[src/rtl/wrap_tracked_counter_pkg.sv]
package wrap_tracked_counter_pkg;

  // Overflow history returned with every read
  typedef struct packed {
    logic z;  // two or more wraps since last read
    logic c;  // parity of wraps since last read
  } wrap_hist_t;

  localparam wrap_hist_t HIST_CLEAR = '{z: 1'b0, c: 1'b0};

endpackage

[src/rtl/wtc_count_core.sv]
module wtc_count_core #(
  parameter int unsigned CNT_W = 32
) (
  input  logic             clk_i,
  input  logic             rst_i,
  output logic [CNT_W-1:0] cnt_o,
  output logic             wrap_o
);

  localparam logic [CNT_W-1:0] CNT_MAX = {CNT_W{1'b1}};
  localparam logic [CNT_W-1:0] CNT_ONE = {{(CNT_W-1){1'b0}}, 1'b1};

  logic [CNT_W-1:0] cnt_q;

  always_ff @(posedge clk_i) begin
    if (rst_i) cnt_q <= '0;
    else       cnt_q <= cnt_q + CNT_ONE;
  end

  // wrap happens on the edge leaving the all-ones value
  assign wrap_o = (cnt_q == CNT_MAX);
  assign cnt_o  = cnt_q;


  count_step_chk: assert property (@(posedge clk_i) disable iff (rst_i)
    1'b1 |=> (cnt_q == ($past(cnt_q) + CNT_ONE)));

endmodule

[src/rtl/wtc_wrap_tracker.sv]
module wtc_wrap_tracker
  import wrap_tracked_counter_pkg::*;
(
  input  logic       clk_i,
  input  logic       rst_i,
  input  logic       wrap_i,
  input  logic       clear_i,
  output wrap_hist_t hist_o
);

  logic c_q, z_q;
  logic c_d, z_d;

  always_comb begin
    c_d = c_q;
    z_d = z_q;
    if (clear_i) begin
      // a coincident wrap opens the next interval with one wrap already seen
      c_d = wrap_i;
      z_d = 1'b0;
    end else if (wrap_i) begin
      c_d = ~c_q;
      z_d = z_q | c_q;
    end
  end

  always_ff @(posedge clk_i) begin
    if (rst_i) begin
      c_q <= 1'b0;
      z_q <= 1'b0;
    end else begin
      c_q <= c_d;
      z_q <= z_d;
    end
  end

  assign hist_o = '{z: z_q, c: c_q};


  c_toggle_chk: assert property (@(posedge clk_i) disable iff (rst_i)
    (wrap_i && !clear_i) |=> (c_q != $past(c_q)));

  c_hold_chk: assert property (@(posedge clk_i) disable iff (rst_i)
    (!wrap_i && !clear_i) |=> $stable(c_q));

  z_sticky_chk: assert property (@(posedge clk_i) disable iff (rst_i)
    (z_q && !clear_i) |=> z_q);

  z_set_chk: assert property (@(posedge clk_i) disable iff (rst_i)
    (wrap_i && c_q && !clear_i) |=> z_q);

  clear_chk: assert property (@(posedge clk_i) disable iff (rst_i)
    (clear_i && !wrap_i) |=> (!c_q && !z_q));

  wrap_on_read_chk: assert property (@(posedge clk_i) disable iff (rst_i)
    (clear_i && wrap_i) |=> (c_q && !z_q));

endmodule

[src/rtl/wtc_read_capture.sv]
module wtc_read_capture
  import wrap_tracked_counter_pkg::*;
#(
  parameter int unsigned CNT_W = 32
) (
  input  logic             clk_i,
  input  logic             rst_i,
  input  logic             rd_i,
  input  logic [CNT_W-1:0] cnt_i,
  input  wrap_hist_t       hist_i,
  output logic             valid_o,
  output logic [CNT_W-1:0] cnt_o,
  output wrap_hist_t       hist_o
);

  logic             valid_q;
  logic [CNT_W-1:0] cnt_q;
  wrap_hist_t       hist_q;

  always_ff @(posedge clk_i) begin
    if (rst_i) begin
      valid_q <= 1'b0;
      cnt_q   <= '0;
      hist_q  <= HIST_CLEAR;
    end else begin
      valid_q <= rd_i;
      if (rd_i) begin
        cnt_q  <= cnt_i;
        hist_q <= hist_i;
      end
    end
  end

  assign valid_o = valid_q;
  assign cnt_o   = cnt_q;
  assign hist_o  = hist_q;


  rsp_after_read_chk: assert property (@(posedge clk_i) disable iff (rst_i)
    rd_i |=> (valid_o && (cnt_o == $past(cnt_i)) && (hist_o == $past(hist_i))));

  no_rsp_chk: assert property (@(posedge clk_i) disable iff (rst_i)
    !rd_i |=> !valid_o);

endmodule

[src/rtl/wrap_tracked_counter.sv]
module wrap_tracked_counter
  import wrap_tracked_counter_pkg::*;
#(
  parameter int unsigned CNT_W = 32
) (
  input  logic             clk_i,
  input  logic             rst_i,
  input  logic             rd_i,
  output logic             rsp_valid_o,
  output logic [CNT_W-1:0] rsp_count_o,
  output logic             rsp_c_o,
  output logic             rsp_z_o
);

  logic [CNT_W-1:0] cnt;
  logic             wrap;
  wrap_hist_t       hist_live;
  wrap_hist_t       hist_rsp;

  wtc_count_core #(.CNT_W(CNT_W)) u_core (
    .clk_i  (clk_i),
    .rst_i  (rst_i),
    .cnt_o  (cnt),
    .wrap_o (wrap)
  );

  wtc_wrap_tracker u_track (
    .clk_i   (clk_i),
    .rst_i   (rst_i),
    .wrap_i  (wrap),
    .clear_i (rd_i),
    .hist_o  (hist_live)
  );

  wtc_read_capture #(.CNT_W(CNT_W)) u_cap (
    .clk_i   (clk_i),
    .rst_i   (rst_i),
    .rd_i    (rd_i),
    .cnt_i   (cnt),
    .hist_i  (hist_live),
    .valid_o (rsp_valid_o),
    .cnt_o   (rsp_count_o),
    .hist_o  (hist_rsp)
  );

  assign rsp_c_o = hist_rsp.c;
  assign rsp_z_o = hist_rsp.z;


  multi_wrap_code_chk: assert property (@(posedge clk_i) disable iff (rst_i)
    (rd_i && hist_live.z) |=> rsp_z_o);

endmodule

[config.mk]
export PLATFORM = sky130hd
export DESIGN_NAME = wrap_tracked_counter
export DESIGN_NICKNAME = d
export VERILOG_FILES = /design/src/rtl/wrap_tracked_counter_pkg.sv /design/src/rtl/wtc_count_core.sv /design/src/rtl/wtc_wrap_tracker.sv /design/src/rtl/wtc_read_capture.sv /design/src/rtl/wrap_tracked_counter.sv
export SDC_FILE = /design/constraint.sdc
export NUM_CORES = 1
export LEC_CHECK = 0
export ABC_AREA = 1
export BUFFER_PORTS_ARGS = -buffer_cell sky130_fd_sc_hd__buf_2
export CORE_MARGIN = 2
export CORE_UTILIZATION = 50
export CTS_CLUSTER_DIAMETER = 40
export DETAILED_ROUTE_END_ITERATION = 12
export GPL_TIMING_DRIVEN = 0
export PLACE_DENSITY = 0.74
export SYNTH_ARGS = -nofsm -noshare
export SYNTH_HDL_FRONTEND = slang
export SYNTH_SLANG_ARGS = --single-unit
[constraint.sdc]
create_clock -name clk_i -period 3.09 [get_ports clk_i]
set_clock_uncertainty 0.1 [all_clocks]
set_input_delay 0.309 -clock clk_i [delete_from_list [all_inputs] [get_ports clk_i]]
set_output_delay 0.309 -clock clk_i [all_outputs]
set_load 0.01 [all_outputs]
After elaboration in Yosys (flattened, before gate mapping)
Cells that the tools add are included.
{ "totals": {"regBits": 69} }
{ "op_classes": {"n_reduce_logical": 2, "muxes": 2, "n_addsub": 1, "bitwise": 2, "n_eq_ne": 1} }
{ "ops": {"columns": ["cell", "count"], "rows": [
  ["$add A32 B1 Y32 const B", 1],
  ["$eq A32 B32 Y1 const B", 1],
  ["$mux W1", 2],
  ["$reduce_bool A2 Y1", 1],
  ["$reduce_or A2 Y1", 1],
  ["$not A1 Y1", 1],
  ["$or A1 B1 Y1", 1]
]} }

Logic depth before layout (Yosys ltp)
Gate-level depths: netlist of the first run.
{ "logic_depth": {"depth_word": 3, "ltp_mapped": 8, "ltp_nobuf": 8} }

Hierarchy
A second synthesis of the first run with hierarchy kept.
{ "unflattened": {"cells_unflattened": 491, "area_unflattened_um2": 3200.6} }
{ "by_module_without_submodules": {"columns": ["mod", "area_per_inst_um2", "cells_each", "instances"], "rows": [
  ["wtc_count_core", 1676.6, 257, 1],
  ["wtc_read_capture", 1423.9, 219, 1],
  ["wtc_wrap_tracker", 100.1, 15, 1]
]} }

Worst setup path after synthesis of the first run
Ideal clock, no wire load.
{ "synth_timing": {"path_kind": "reg2reg", "startpoint": "register u_core.cnt_q[0], in the netlist u_core.cnt_o[0]", "endpoint": "register u_core.cnt_q[22], in the netlist u_core.cnt_o[22]", "t_arrival_ns": 1.133, "path_slack_ns": 1.742, "stages_incl_launch_ff": 9, "n_path_buf": 0, "cell_sequence": "dfxtp_1 ha_1 nand2_2 nor2_4 nand2_1 nor2_1 nand3_1 nand2_1 nor2_1"} }
{ "synth_between": {"elab_chain_cells": 1} }
{ "synth_rtl": {"columns": ["item", "line_no", "source"], "rows": [
  ["start, declared", "wtc_count_core.sv:13", "logic [CNT_W-1:0] cnt_q;"],
  ["start signal, assigned", "wtc_count_core.sv:17", "else cnt_q <= cnt_q + CNT_ONE;"],
  ["$add A32 B1 Y32", "wtc_count_core.sv:17", null]
]} }
Every way passes these cells.
A chain may end at the register's enable or synchronous reset.

Worst setup path after layout of the first run
{ "layout_timing": {"startpoint": "register u_core.cnt_q[1], in the netlist u_core.cnt_o[1]", "endpoint": "register u_core.cnt_q[26], in the netlist u_core.cnt_o[26]"} }
Same word-level chain as after synthesis.

==> out/metrics.cfg, run 1 <==
[synthesis]
ys_seq_area_share_pct = 46.19
synth-seq-cells = 69
synth_edf_count = 0
ys_types = 23
synth.most_common_cell = nand2_1
synth_top_cell_by_area = dfxtp_1
netlist_area_um2 = 2990
syn_avg_cell_area_um2 = 7.103
synthCells = 421
ys_warn_count = 0
syn_nets = 425
async_flop_share_pct = 0
netlist.area_leader.share_pct = 46.19
netlist_top_cells_area = dfxtp_1, nand2_1, nand3_1
synth_common_cells = nand2_1, dfxtp_1, nand3_1, nor2_1, inv_1
synth-main-ff-cell = dfxtp_1

[clock_network]
cts_buffers = 9
cts_max_level = 3
clk_pin_slew_ns = 0.07
cts_tree = built
clk_latency_ns = 0.34
post_cts_buffers = 0
numClockSinks = 69
post_cts_resized = 0
cts.path.max_buffers = 2
cts_root_buf = clkbuf_8
postCtsHoldBufs = 0

[floorplanning]
num_io_pins = 38
coreArea_um2 = 5851
start_util_pct = 51.11
fp.dieH_um = 81.34
fp-row-count = 28
die_w_um = 81.34
dieArea_um2 = 6615

[timing]
hold_viol_final = 0
drv_slew = 0
relSlewSlack_pct = 66.62
worstMarginPinSlew_ns = 0.5007
tns_ns = 0
rsz0062_at_grt = no
period_minus_slack_ns = 1.656
timing.fmax_mhz = 603.8
setup_viol_count_final = 0
min_period_over_period_pct = 53.60

[finish]
stdcell_count = 548
layout.nets = 472
diodes = 0
syn_to_final_growth_pct = 15.61
drive_gt1_share_pct = 17.34

[power_and_ir_drop]
cellLeakagePower_uw = 0.001378
ir_worst_vdd_mv = 0.2828
power.density_nw_per_um2 = 484.6

[grt]
grt_antenna_before_repair = 0
grt_start_max_net_pins = 12
overflow = 0
grt_pass1_wl_um = 11740
grt_pass1_vias = 2531
grt_usage_pct = 23.52

[placed_design]
place_hpwl_um = 5361
numPortBuffers = 36
dp_cells = 532
place.gp.congestion = 0.8739

[setup_path]
r2r-start = u_core.cnt_o[1]
cp_max_fo = 4
critPathKind = reg -> reg
r2r-end = u_core.cnt_o[26]
reg2regPathDepth = 8
critical_path_required_ns = 3.23
crit_path_end_kind = register
rrSetupSlack_ns = 1.43
crit_arrival_ns = 1.80
critPathLaunchType = register

[detailed_routing]
antenna_left = 0
vias = 2789
wl_per_cell_um = 12.72
drtIter0Drc = 201
drc_errors = 0
via_per_inst = 5.089
wirelength_um = 6971
dr.pass1.iters = 4

[status]
outcome = completed

[worst_hold_path]
min_from = rst_i
holdPathStages = 2
hp-class = in -> reg
hold_path_end = u_core.cnt_o[31]

[job]
drv_cap = 0

[flip-flops by register name (all words and copies together), names as in the netlist]
register	count
u_cap.cnt_o	32
u_core.cnt_o	32
u_cap.hist_o	2
u_cap.valid_o	1
u_track.c_q	1
u_track.z_q	1
[logic make-up after synthesis]
group | after synthesis | share of synthesized area (%)
AO/OA/AOI/OAI | 63 | 10.79
XOR/XNOR | 1 | 0.2929
adder cells (fa/ha/maj) | 1 | 0.4183
buffers and inverters | 54 | 6.987
flip-flops | 69 | 46.19
AND/OR/NAND/NOR | 233 | 35.31
[final cells by class]
cell class | instances | area, um2
inverters | 41 | 153.9
well taps | 75 | 93.84
repair buffers | 36 | 180.2
clock buffers | 12 | 145.1
flip-flops and latches | 69 | 1381
fillers | 559 | 2394
plain buffers | 13 | 55.05
clock inverters | 4 | 47.55
multi-input cells | 298 | 1400
[worst max-delay path: stages, from the launching register on]
cell	delay [ns]
dfxtp_1	0.39
ha_1	0.21
nand2_2	0.08
nor2_4	0.12
nand3_1	0.18
nor2_2	0.24
nand3_1	0.10
nand2_1	0.07
nor2_1	0.04
[cell usage in the layout, fill, tap and decap left out, types with 10 or more instances in the layout]
master    count
a21oi_1      26
clkbuf_8     10
o21ai_0      34
inv_1        39
nand2_1     106
buf_2        41
nor2_2       10
nor2_1       50
dfxtp_1      69
nand3_1      50
[report_power, final]
group	switching, uW	leakage, uW	internal (uW)
registers	4.60	0.000557	894
logic	41.3	0.000725	14.0
clock network	328	0.0000964	393
total	374	0.00138	1300
[stage by stage]
stage               worst slack, ns  utilization, %  area [um2]  power [uW]  hold WS (ns)
CTS                           1.439           59.09        3457        1688        0.1179
floorplan                     1.742               -        2990       956.8        0.3266
finish                        1.434           59.09        3457        1675        0.1297
global route                  1.316           59.09        3457        1744        0.1179
global placement              1.534           55.80        3264       973.5        0.3351
detailed placement            1.482           55.80        3264       975.1        0.3454
[worst max path at each step]
stage / end / slack [ns] / from / cells past startpoint
2_1_floorplan: u_core.cnt_o[22] / 1.74 / u_core.cnt_o[0] / 8
3_3_place_gp: u_core.cnt_o[26] / 1.53 / u_core.cnt_o[0] / 8
3_5_place_dp: u_core.cnt_o[26] / 1.48 / u_core.cnt_o[1] / 8
4_1_cts: u_core.cnt_o[26] / 1.44 / u_core.cnt_o[1] / 8
5_1_grt: u_core.cnt_o[26] / 1.32 / u_core.cnt_o[1] / 8
6_report: u_core.cnt_o[26] / 1.43 / u_core.cnt_o[1] / 8
[routing by layer]
| layer | part of all wire, % | global-route usage [%] | wire [um] | vias up |
|---|---|---|---|---|
| met4 | 2.4 | 9.153 | 164 | 0 |
| met3 | 4.5 | 5.556 | 316 | 17 |
| li1 | - | - | - | 1443 |
| met2 | 45 | 38.20 | 3170 | 63 |
| met5 | 0 | 0 | 0 | - |
| met1 | 48 | 30.08 | 3320 | 1266 |
No activity file was read; power rests on OpenSTA's default activity.
==> run 2, diff against run 1 <==
==> constraint.sdc (replaced) <==
create_clock -name clk_i -period 1.6 [get_ports clk_i]
set_clock_uncertainty 0.1 [all_clocks]
set_input_delay 0.16 -clock clk_i [delete_from_list [all_inputs] [get_ports clk_i]]
set_output_delay 0.16 -clock clk_i [all_outputs]
set_load 0.01 [all_outputs]
==> run 2 against run 1 <==
Routed wire length is 2.5% higher. Cell area up 3.2%. Register-to-register slack got worse by 1.4 ns. Flip-flop and latch count unchanged. Die area unchanged. Worst setup slack lost 1.4 ns. First-iteration DRC count shrank 20%. Non-clock buffer count rose by 3. Via count rose by 1.3%. Maximum frequency rose by 8.4%. Utilization grew 1.9 points. Sequential power increased by 94%. Largest cell class unchanged. Largest power group unchanged. Highest routed layer unchanged.
==> out/metrics.cfg, run 2 (synthesis results as in run 1) <==
[status]
outcome = completed  ; unchanged

[power_and_ir_drop]
power.density_nw_per_um2 = 912.0  ; was 484.6 nW/um2
cellLeakagePower_uw = 0.001449  ; was 0.001378 uW
ir_worst_vdd_mv = 0.5451  ; was 0.2828 mV

[timing]
relSlewSlack_pct = 64.96  ; was 66.62%
drv_slew = 0  ; unchanged
period_minus_slack_ns = 1.528  ; was 1.656 ns
setup_viol_count_final = 0  ; unchanged
rsz0062_at_grt = yes  ; was no
timing.fmax_mhz = 654.4  ; was 603.8 MHz
tns_ns = 0  ; unchanged
min_period_over_period_pct = 95.51  ; was 53.60%
hold_viol_final = 0  ; unchanged
worstMarginPinSlew_ns = 0.5256  ; was 0.5007 ns

[grt]
grt_pass1_wl_um = 11850  ; was 11740 um
overflow = 0  ; unchanged
grt_start_max_net_pins = 12  ; unchanged
grt_pass1_vias = 2545  ; was 2531
grt_antenna_before_repair = 0  ; unchanged
grt_usage_pct = 23.75  ; was 23.52%

[setup_path]
crit_path_end_kind = register  ; unchanged
critical_path_required_ns = 1.72  ; was 3.23 ns
cp_top_family = simple AND/OR/NAND/NOR gates  ; unchanged
path_cells = ha_4, nand2_4, nor2_4, nand2_4, nor2_4, xor2_1, nor2_1  ; was ha_1, nand2_2, nor2_4, nand3_1, nor2_2, nand3_1, nand2_1, nor2_1
critPathLaunchType = register  ; unchanged
cp_max_fo = 5  ; was 4
crit_arrival_ns = 1.64  ; was 1.80 ns
critPathKind = reg -> reg  ; unchanged
cpPeakStageDelay_ns = 0.38  ; was 0.39 ns
critPathBufInv = 0  ; unchanged
slowest_stage = dfxtp_4  ; was dfxtp_1

[clock_network]
clk_latency_ns = 0.34  ; about the same
cts_max_level = 3  ; unchanged
cts_buffers = 9  ; unchanged
cts_root_buf = clkbuf_8  ; unchanged
numClockSinks = 69  ; unchanged
clk_pin_slew_ns = 0.07  ; about the same
cts_tree = built  ; unchanged
cts.path.max_buffers = 2  ; unchanged

[floorplanning]
coreArea_um2 = 5851  ; unchanged
fp.dieH_um = 81.34  ; unchanged
num_io_pins = 38  ; unchanged
dieArea_um2 = 6615  ; unchanged
start_util_pct = 51.11  ; unchanged
die_w_um = 81.34  ; unchanged
fp-row-count = 28  ; unchanged

[placed_design]
dpl-instance-area_um2 = 3264  ; unchanged
place.gp.congestion = 0.8739  ; unchanged
place_hpwl_um = 5361  ; unchanged
numPortBuffers = 36  ; unchanged

[finish]
final_common_cell = nand2_1  ; unchanged
layout_common_cells = nand2_1, dfxtp_1, nor2_1, nand3_1, buf_2  ; unchanged
fin_area_um2 = 3568  ; was 3457 um2
diodes = 0  ; unchanged
drive_gt1_share_pct = 19.54  ; was 17.34%
syn_to_final_growth_pct = 19.33  ; was 15.61%
layout.nets = 475  ; was 472
n_fill_cell = 548  ; was 559

[detailed_routing]
drc_errors = 0  ; unchanged
wl_per_cell_um = 12.97  ; was 12.72 um
wirelength_um = 7147  ; was 6971 um
drtIter0Drc = 160  ; was 201
dr.pass1.iters = 5  ; was 4
via_per_inst = 5.125  ; was 5.089
antenna_left = 0  ; unchanged
vias = 2824  ; was 2789

[job]
drv_cap = 0  ; unchanged

[worst_hold_path]
hp-class = in -> reg  ; unchanged

[run 2: changes by cell type in the layout (fill, tap and decap cells not counted), moves of 3 or more]
cell      delta
nor2_4       +6
nand2_4      +3
clkbuf_2     +3
clkbuf_1     -3
nor2_2       -5
[run 2: power by group]
group          switching (uW)  internal (uW)  leakage (uW)
clock                     641            758     0.0000964
sequential               10.4           1730      0.000558
combinational            82.4           34.2      0.000795
total                     734           2520       0.00145
[run 2: path summary, 6_finish.rpt]
path	cells after the start	slack, ns	startpoint	endpoint
setup reg to reg	7	0.07	u_core.cnt_o[1]	u_core.cnt_o[12]
hold / removal	4	0.09	rd_i	u_cap.cnt_o[3]
hold reg to reg	2	0.35	u_track.z_q	u_track.z_q
setup / recovery	7	0.07	u_core.cnt_o[1]	u_core.cnt_o[12]
[run 2: area by class of cell]
type | instances | area [um2] | area share, %
Multi-Input combinational cell | 298 | 1475 | 41.34
Sequential cell | 69 | 1389 | 38.92
Timing Repair Buffer | 39 | 205.2 | 5.750
Inverter | 41 | 153.9 | 4.313
Clock buffer | 12 | 145.1 | 4.067
Tap cell | 75 | 93.84 | 2.630
Buffer | 13 | 58.81 | 1.648
Clock inverter | 4 | 47.55 | 1.332
[run 2: per-layer routing]
layer  up-vias  track usage, %  wire length (um)
met4         0           8.814               120
met1      1300           30.43              3386
li1       1454               -                 -
met5         -               0                 0
met2        58           38.93              3347
met3        12           5.333               293
[run 2: metrics by stage]
step / util (%) / worst slack [ns] / hold WS (ns) / power (uW) / std cells
6_report: 60.99 / 0.07180 / 0.08609 / 3254 / 551
5_1_grt: 60.99 / -0.05014 / 0.1033 / 3379 / 551
4_1_cts: 59.43 / 0.003049 / 0.07389 / 3263 / 549
3_5_place_dp: 55.80 / -0.007978 / 0.3386 / 1883 / 532
3_3_place_gp: 55.80 / 0.04412 / 0.3351 / 1880 / 532
2_1_floorplan: - / 0.2518 / 0.2782 / 1848 / 421
[run 2: what timing repair did]
item / in CTS / in global routing
cloned: 0 / 0
resized for setup: 2 / 24
endpoints found under the setup margin: 2 / 18
setup buffers: 0 / 2
endpoints found under the hold margin: 3 / 0
pin swaps: 0 / 5
hold buffers: 1 / 0
[run 2: worst reg2reg max path, cell delays in order, from the launching register on]
cell	delay, ns
dfxtp_4	0.38
ha_4	0.15
nand2_4	0.06
nor2_4	0.22
nand2_4	0.13
nor2_4	0.16
xor2_1	0.15
nor2_1	0.06
